### src/rtl/oneshot_pkg.sv
package oneshot_pkg;

    // One sample of the three control inputs, in their raw polarity
    typedef struct packed {
        logic lo_n;
        logic hi;
        logic clr_n;
    } trig_t;

    // Reset view: triggers inactive, clear asserted (safe)
    localparam trig_t TRIG_RESET = '{lo_n: 1'b1, hi: 1'b0, clr_n: 1'b0};

endpackage

### src/rtl/oneshot_sync.sv
module oneshot_sync
    import oneshot_pkg::*;
#(
    parameter int STAGES = 2
) (
    input  logic  clk,
    input  logic  rst_n,
    input  trig_t raw_i,
    output trig_t sync_o
);

    localparam int LAST = STAGES - 1;

    typedef struct packed {
        trig_t [STAGES-1:0] chain;
    } sync_state_t;

    sync_state_t s_d, s_q;

    always_comb begin
        s_d          = s_q;
        s_d.chain[0] = raw_i;
        for (int i = 1; i < STAGES; i++) begin
            s_d.chain[i] = s_q.chain[i-1];
        end
    end

    always_ff @(posedge clk or negedge rst_n) begin
        if (!rst_n) begin
            for (int i = 0; i < STAGES; i++) begin
                s_q.chain[i] <= TRIG_RESET;
            end
        end else begin
            s_q <= s_d;
        end
    end

    assign sync_o = s_q.chain[LAST];

endmodule

### src/rtl/oneshot_trigger.sv
module oneshot_trigger
    import oneshot_pkg::*;
(
    input  logic  clk,
    input  logic  rst_n,
    input  trig_t sync_i,
    output logic  fire_o
);

    typedef struct packed {
        trig_t prev;
    } edge_state_t;

    edge_state_t e_d, e_q;
    logic lo_fall, hi_rise, clr_rise, armed;

    always_comb begin
        e_d      = e_q;
        e_d.prev = sync_i;
        lo_fall  = e_q.prev.lo_n & ~sync_i.lo_n;
        hi_rise  = ~e_q.prev.hi & sync_i.hi;
        clr_rise = ~e_q.prev.clr_n & sync_i.clr_n;
        armed    = ~sync_i.lo_n & sync_i.hi & sync_i.clr_n;
        fire_o   = armed & (lo_fall | hi_rise | clr_rise);
    end

    always_ff @(posedge clk or negedge rst_n) begin
        if (!rst_n) begin
            e_q.prev <= TRIG_RESET;
        end else begin
            e_q <= e_d;
        end
    end

endmodule

### src/rtl/oneshot_timer.sv
module oneshot_timer #(
    parameter int LEN_W = 8
) (
    input  logic             clk,
    input  logic             rst_n,
    input  logic             fire_i,
    input  logic             clr_n_i,
    input  logic [LEN_W-1:0] len_i,
    output logic             pulse_o
);

    localparam logic [LEN_W-1:0] CNT_ZERO = '0;
    localparam logic [LEN_W-1:0] CNT_ONE  = LEN_W'(1);

    typedef struct packed {
        logic [LEN_W-1:0] cnt;
    } timer_state_t;

    timer_state_t t_d, t_q;

    always_comb begin
        t_d = t_q;
        if (!clr_n_i) begin
            t_d.cnt = CNT_ZERO;
        end else if (fire_i) begin
            t_d.cnt = len_i;
        end else if (t_q.cnt != CNT_ZERO) begin
            t_d.cnt = t_q.cnt - CNT_ONE;
        end
    end

    always_ff @(posedge clk or negedge rst_n) begin
        if (!rst_n) begin
            t_q.cnt <= CNT_ZERO;
        end else begin
            t_q <= t_d;
        end
    end

    assign pulse_o = (t_q.cnt != CNT_ZERO);

endmodule

### src/rtl/pulse_oneshot.sv
module pulse_oneshot
    import oneshot_pkg::*;
#(
    parameter int LEN_W       = 8,
    parameter int SYNC_STAGES = 2
) (
    input  logic             clk,
    input  logic             rst_n,
    input  logic             trig_lo_n_i,
    input  logic             trig_hi_i,
    input  logic             clr_n_i,
    input  logic [LEN_W-1:0] pulse_len_i,
    output logic             pulse_o,
    output logic             pulse_n_o
);

    trig_t raw_in;
    trig_t trig_sync;
    logic  fire;
    logic  pulse;

    assign raw_in = '{lo_n: trig_lo_n_i, hi: trig_hi_i, clr_n: clr_n_i};

    oneshot_sync #(.STAGES(SYNC_STAGES)) u_sync (
        .clk    (clk),
        .rst_n  (rst_n),
        .raw_i  (raw_in),
        .sync_o (trig_sync)
    );

    oneshot_trigger u_trig (
        .clk    (clk),
        .rst_n  (rst_n),
        .sync_i (trig_sync),
        .fire_o (fire)
    );

    oneshot_timer #(.LEN_W(LEN_W)) u_timer (
        .clk     (clk),
        .rst_n   (rst_n),
        .fire_i  (fire),
        .clr_n_i (trig_sync.clr_n),
        .len_i   (pulse_len_i),
        .pulse_o (pulse)
    );

    assign pulse_o   = pulse;
    assign pulse_n_o = ~pulse;

endmodule

### config.mk
export PLATFORM = sky130hd
export DESIGN_NAME = pulse_oneshot
export DESIGN_NICKNAME = d
export VERILOG_FILES = /design/src/rtl/oneshot_pkg.sv /design/src/rtl/oneshot_sync.sv /design/src/rtl/oneshot_trigger.sv /design/src/rtl/oneshot_timer.sv /design/src/rtl/pulse_oneshot.sv
export SDC_FILE = /design/constraint.sdc
export NUM_CORES = 1
export LEC_CHECK = 0
export CAP_MARGIN = 10
export CORE_MARGIN = 10
export CORE_UTILIZATION = 48
export CTS_CLUSTER_DIAMETER = 60
export CTS_CLUSTER_SIZE = 20
export DETAILED_ROUTE_END_ITERATION = 12
export HOLD_SLACK_MARGIN = 0.08
export PLACE_DENSITY = 0.76
export REMOVE_ABC_BUFFERS = 1
export SLEW_MARGIN = 20
export SYNTH_ARGS = -nofsm -noshare
export SYNTH_HDL_FRONTEND = slang
export SYNTH_SLANG_ARGS = --single-unit
### constraint.sdc
create_clock -name clk -period 3 [get_ports clk]
set_clock_uncertainty 0.1 [all_clocks]
set_input_delay 0.6 -clock clk [delete_from_list [all_inputs] [get_ports clk]]
set_output_delay 0.6 -clock clk [all_outputs]
set_load 0.005 [all_outputs]
==> impl_metrics.yaml, run 1 <==
outcome:
  outcome: "finished clean"
worst_hold_path:
  holdPathEnd: "u_sync.sync_o[1]$_DFF_PN0_"
  hp-start: "u_sync.s_d[4]$_DFF_PN0_"
  whs_path_depth: 0
  worstHoldPathType: "reg2reg"
yosys:
  synthDistinctLibCells: 24
  netlist_area_um2: 729
  ys_warn_count: 0
  ys_ff_latch: 17
  avgSynthCellArea_um2: 11.8
  synth_cells: 62
  ys_seq_area_share_pct: 58.8
setup_path:
  max_stage_delay_ns: 0.55
  path_max_fanout: 4
  rrSetupSlack_ns: 0.72
  worstSetupPathType: "reg2out"
  worstSetupStartpoint: "u_timer.t_q[3]$_DFFE_PN0P_"
  worst_ep_required_time_ns: 2.30
  reg2reg_to: "u_timer.t_q[1]$_DFFE_PN0P_"
  worstPathCellList: "or4_4 > or4b_4 > inv_1 > dlygate4sd2_1"
  endpoint_kind: "primary output"
  reg2regPathDepth: 5
  arrival_ns: 2.07
  r2r-start: "u_timer.t_q[3]$_DFFE_PN0P_"
  crit_slowest_cell: "or4b_4"
  start_kind: "register"
clock_network:
  root_buffer: "clkbuf_4"
  worstSkewPairLatency_ns: 0.30
  clock-sinks: 17
  clockBufferDepth: 2
  h-tree-depth: 1
  cts_made_buffers: 3
  clkSlewWorstSetupHoldPaths_ns: 0.10
  cts_tree: "built"
floorplanning:
  die_w_um: 59.0
  start_util_pct: 49.6
  fp.dieArea_mm2: 0.00348
  die_h_um: 59.0
  fp-row-count: 14
  boundaryPins: 15
  core-area_mm2: 0.00147
timing:
  setup_slack_ns: 0.228
  worst_pin_slew_ns: 0.701
  rsz0062_at_grt: "false"
  setup-tns-final_ns: 0
  fin_crit_sh_pct: 92.4
  final_max_slew_viol_count: 0
  slew-limit-headroom_pct: 53.1
  fmax_ghz: 0.361
  hold_viol: 0
  setup_viol: 0
  fin_crit_ns: 2.77
grt:
  grt_max_degree: 18
  antenna_found_initial: 0
  grt_overflow: 0
  grt_pass1_vias: 556
  track_usage_pct: 9.26
  grt_first_pass_wirelength_mm: 2.46
routing:
  drc: 0
  drtIter0Drc: 5
  finalWirelength_mm: 1.53
  drtPass1Iterations: 6
  viasPerCell: 5.56
  vias: 539
  antenna_left: 0
  wire_per_inst_um: 15.7
power_and_ir_drop:
  vdd_drop_max_mv: 0.399
  p_leak_nw: 0.414
  powerDensity_mw_per_mm2: 909
placed_design:
  gp_congestion: 0.775
  port_buffers: 14
  place.detailed.hpwl_mm: 1.07
  place_ws_ns: 0.187
job:
  drv_cap: 0
finish:
  area_growth_pct: 28.8
  insertedDiodeCount: 0
  fin_nets: 97
  drive_gt1_share_pct: 14.8
  fillers: 126
[cell usage in the layout, fill, tap and decap left out, types with 2 or more instances in the layout]
cell type,synthesis,layout
dfrtp_1,14,14
clkdlybuf4s50_1,0,12
nor2_1,8,8
a211oi_1,5,5
xnor2_1,4,4
nand2_1,4,4
inv_1,3,3
clkbuf_4,0,3
buf_4,0,3
dfstp_2,3,3
nor4_1,2,2
xor2_1,2,2
ha_1,2,2
[area by class of cell]
type                       count  area [um^2]  share of cell area (%)
clock buffer                   3         22.5                    2.40
tap                           16         20.0                    2.13
sequential                    17          429                    45.7
timing repair buffer          17          164                    17.4
multi-input combinational     40          288                    30.6
inverter                       3         11.3                    1.20
clock inverter                 1         5.00                   0.533
[critical path: cells and delay by family (launching register included)]
kind	cells	cell delay, ns
buffers and inverters	2	0.29
flip-flops	1	0.40
AND/OR/NAND/NOR	2	1.09
[registers in the layout (all words and copies together) (netlist names)]
register       cells
u_sync.sync_o      3
u_timer.t_q        8
u_trig.e_q         3
u_sync.s_d         3
[synth_stat cells]
master     number  area share, %
a311oi_1        1            1.2
dfrtp_1        14             48
inv_1           3            1.5
nand3b_1        1            1.0
a221o_1         1            1.4
nor2_1          8            4.1
o2bb2ai_1       1            1.2
ha_1            2            3.4
or4_1           2            2.1
xor2_1          2            2.4
dfstp_2         3             11
and4b_1         1            1.4
or4b_1          1            1.4
a211oi_1        5            5.1
clkbuf_1        1           0.51
xnor2_1         4            4.8
o21ai_1         1           0.69
a21boi_1        1            1.0
nor4_1          2            1.7
nor4b_1         1            1.2
buf_2           1           0.69
nand4b_1        1            1.2
nand2_1         4            2.1
o31ai_1         1            1.0
[per-stage QoR]
step	cell area (um^2)	util [%]	power [W]	instances	hold WS [ns]
4_1_cts	937	63.7	0.000851	97	0.261
5_1_grt	940	63.9	0.000912	97	0.270
3_5_place_dp	881	59.9	0.000684	90	0.240
2_1_floorplan	721	-	0.000569	60	0.204
3_3_place_gp	881	59.9	0.000677	90	0.232
6_report	940	63.9	0.000854	97	0.260
[kinds of logic (layout without fill, tap and decap cells)]
kind of cell	Yosys count	count (layout)	share of synthesized area, %
and+or+nand+nor	21	21	16.1
xor gates and xnor gates	6	6	7.20
buffers and inverters	5	24	2.74
adders and majority gates	2	2	3.43
DFF	17	17	58.8
AOI/OAI and AO/OA	11	11	11.7
[metal layers]
layer | routed length (um) | up-vias | global-route usage, % | part of all wire, %
met3 | 69 | 5 | 2.58 | 4.5
met1 | 731 | 256 | 10.6 | 48
met5 | 0 | - | 0 | 0
met4 | 36 | 0 | 6.56 | 2.4
li1 | - | 264 | - | -
met2 | 690 | 14 | 14.4 | 45
[worst max-delay path by stage]
stage / end / slack (ns)
floorplan: pulse_n_o / 0.71
global placement: pulse_n_o / 0.22
detailed placement: pulse_n_o / 0.19
CTS: pulse_o / 0.07
global route: pulse_n_o / 0.17
finish: pulse_n_o / 0.23
[power by group]
| group | switching (W) | total [W] | internal, W |
|---|---|---|---|
| clock network | 0.0000707 | 0.000120 | 0.0000497 |
| registers | 0.0000541 | 0.000338 | 0.000284 |
| logic | 0.000178 | 0.000396 | 0.000218 |
| total | 0.000303 | 0.000854 | 0.000551 |
[what timing repair did]
item	CTS	global route
resized for setup	3	1
hold buffers	0	0
setup endpoints to repair	2	1
setup buffers	3	0
pin swaps	1	0
No activity file was read; power rests on OpenSTA's default activity.
==> run 2, diff against run 1 <==
--- a/config.mk
+++ b/config.mk
@@ -14,7 +14,6 @@
 export HOLD_SLACK_MARGIN = 0.08
 export PLACE_DENSITY = 0.76
 export REMOVE_ABC_BUFFERS = 1
-export SLEW_MARGIN = 20
 export SYNTH_ARGS = -nofsm -noshare
 export SYNTH_HDL_FRONTEND = slang
 export SYNTH_SLANG_ARGS = --single-unit
==> results of run 2 <==
Same layout as run 1: the final DEF is identical, and so are final timing and power.
==> run 3, diff against run 2 <==
--- a/config.mk
+++ b/config.mk
@@ -5,6 +5,7 @@
 export SDC_FILE = /design/constraint.sdc
 export NUM_CORES = 1
 export LEC_CHECK = 0
+export ABC_CLOCK_PERIOD_IN_PS = 3000
 export CAP_MARGIN = 10
 export CORE_MARGIN = 10
 export CORE_UTILIZATION = 48
==> results of run 3 <==
Same layout as run 1: the final DEF is identical, and so are final timing and power.
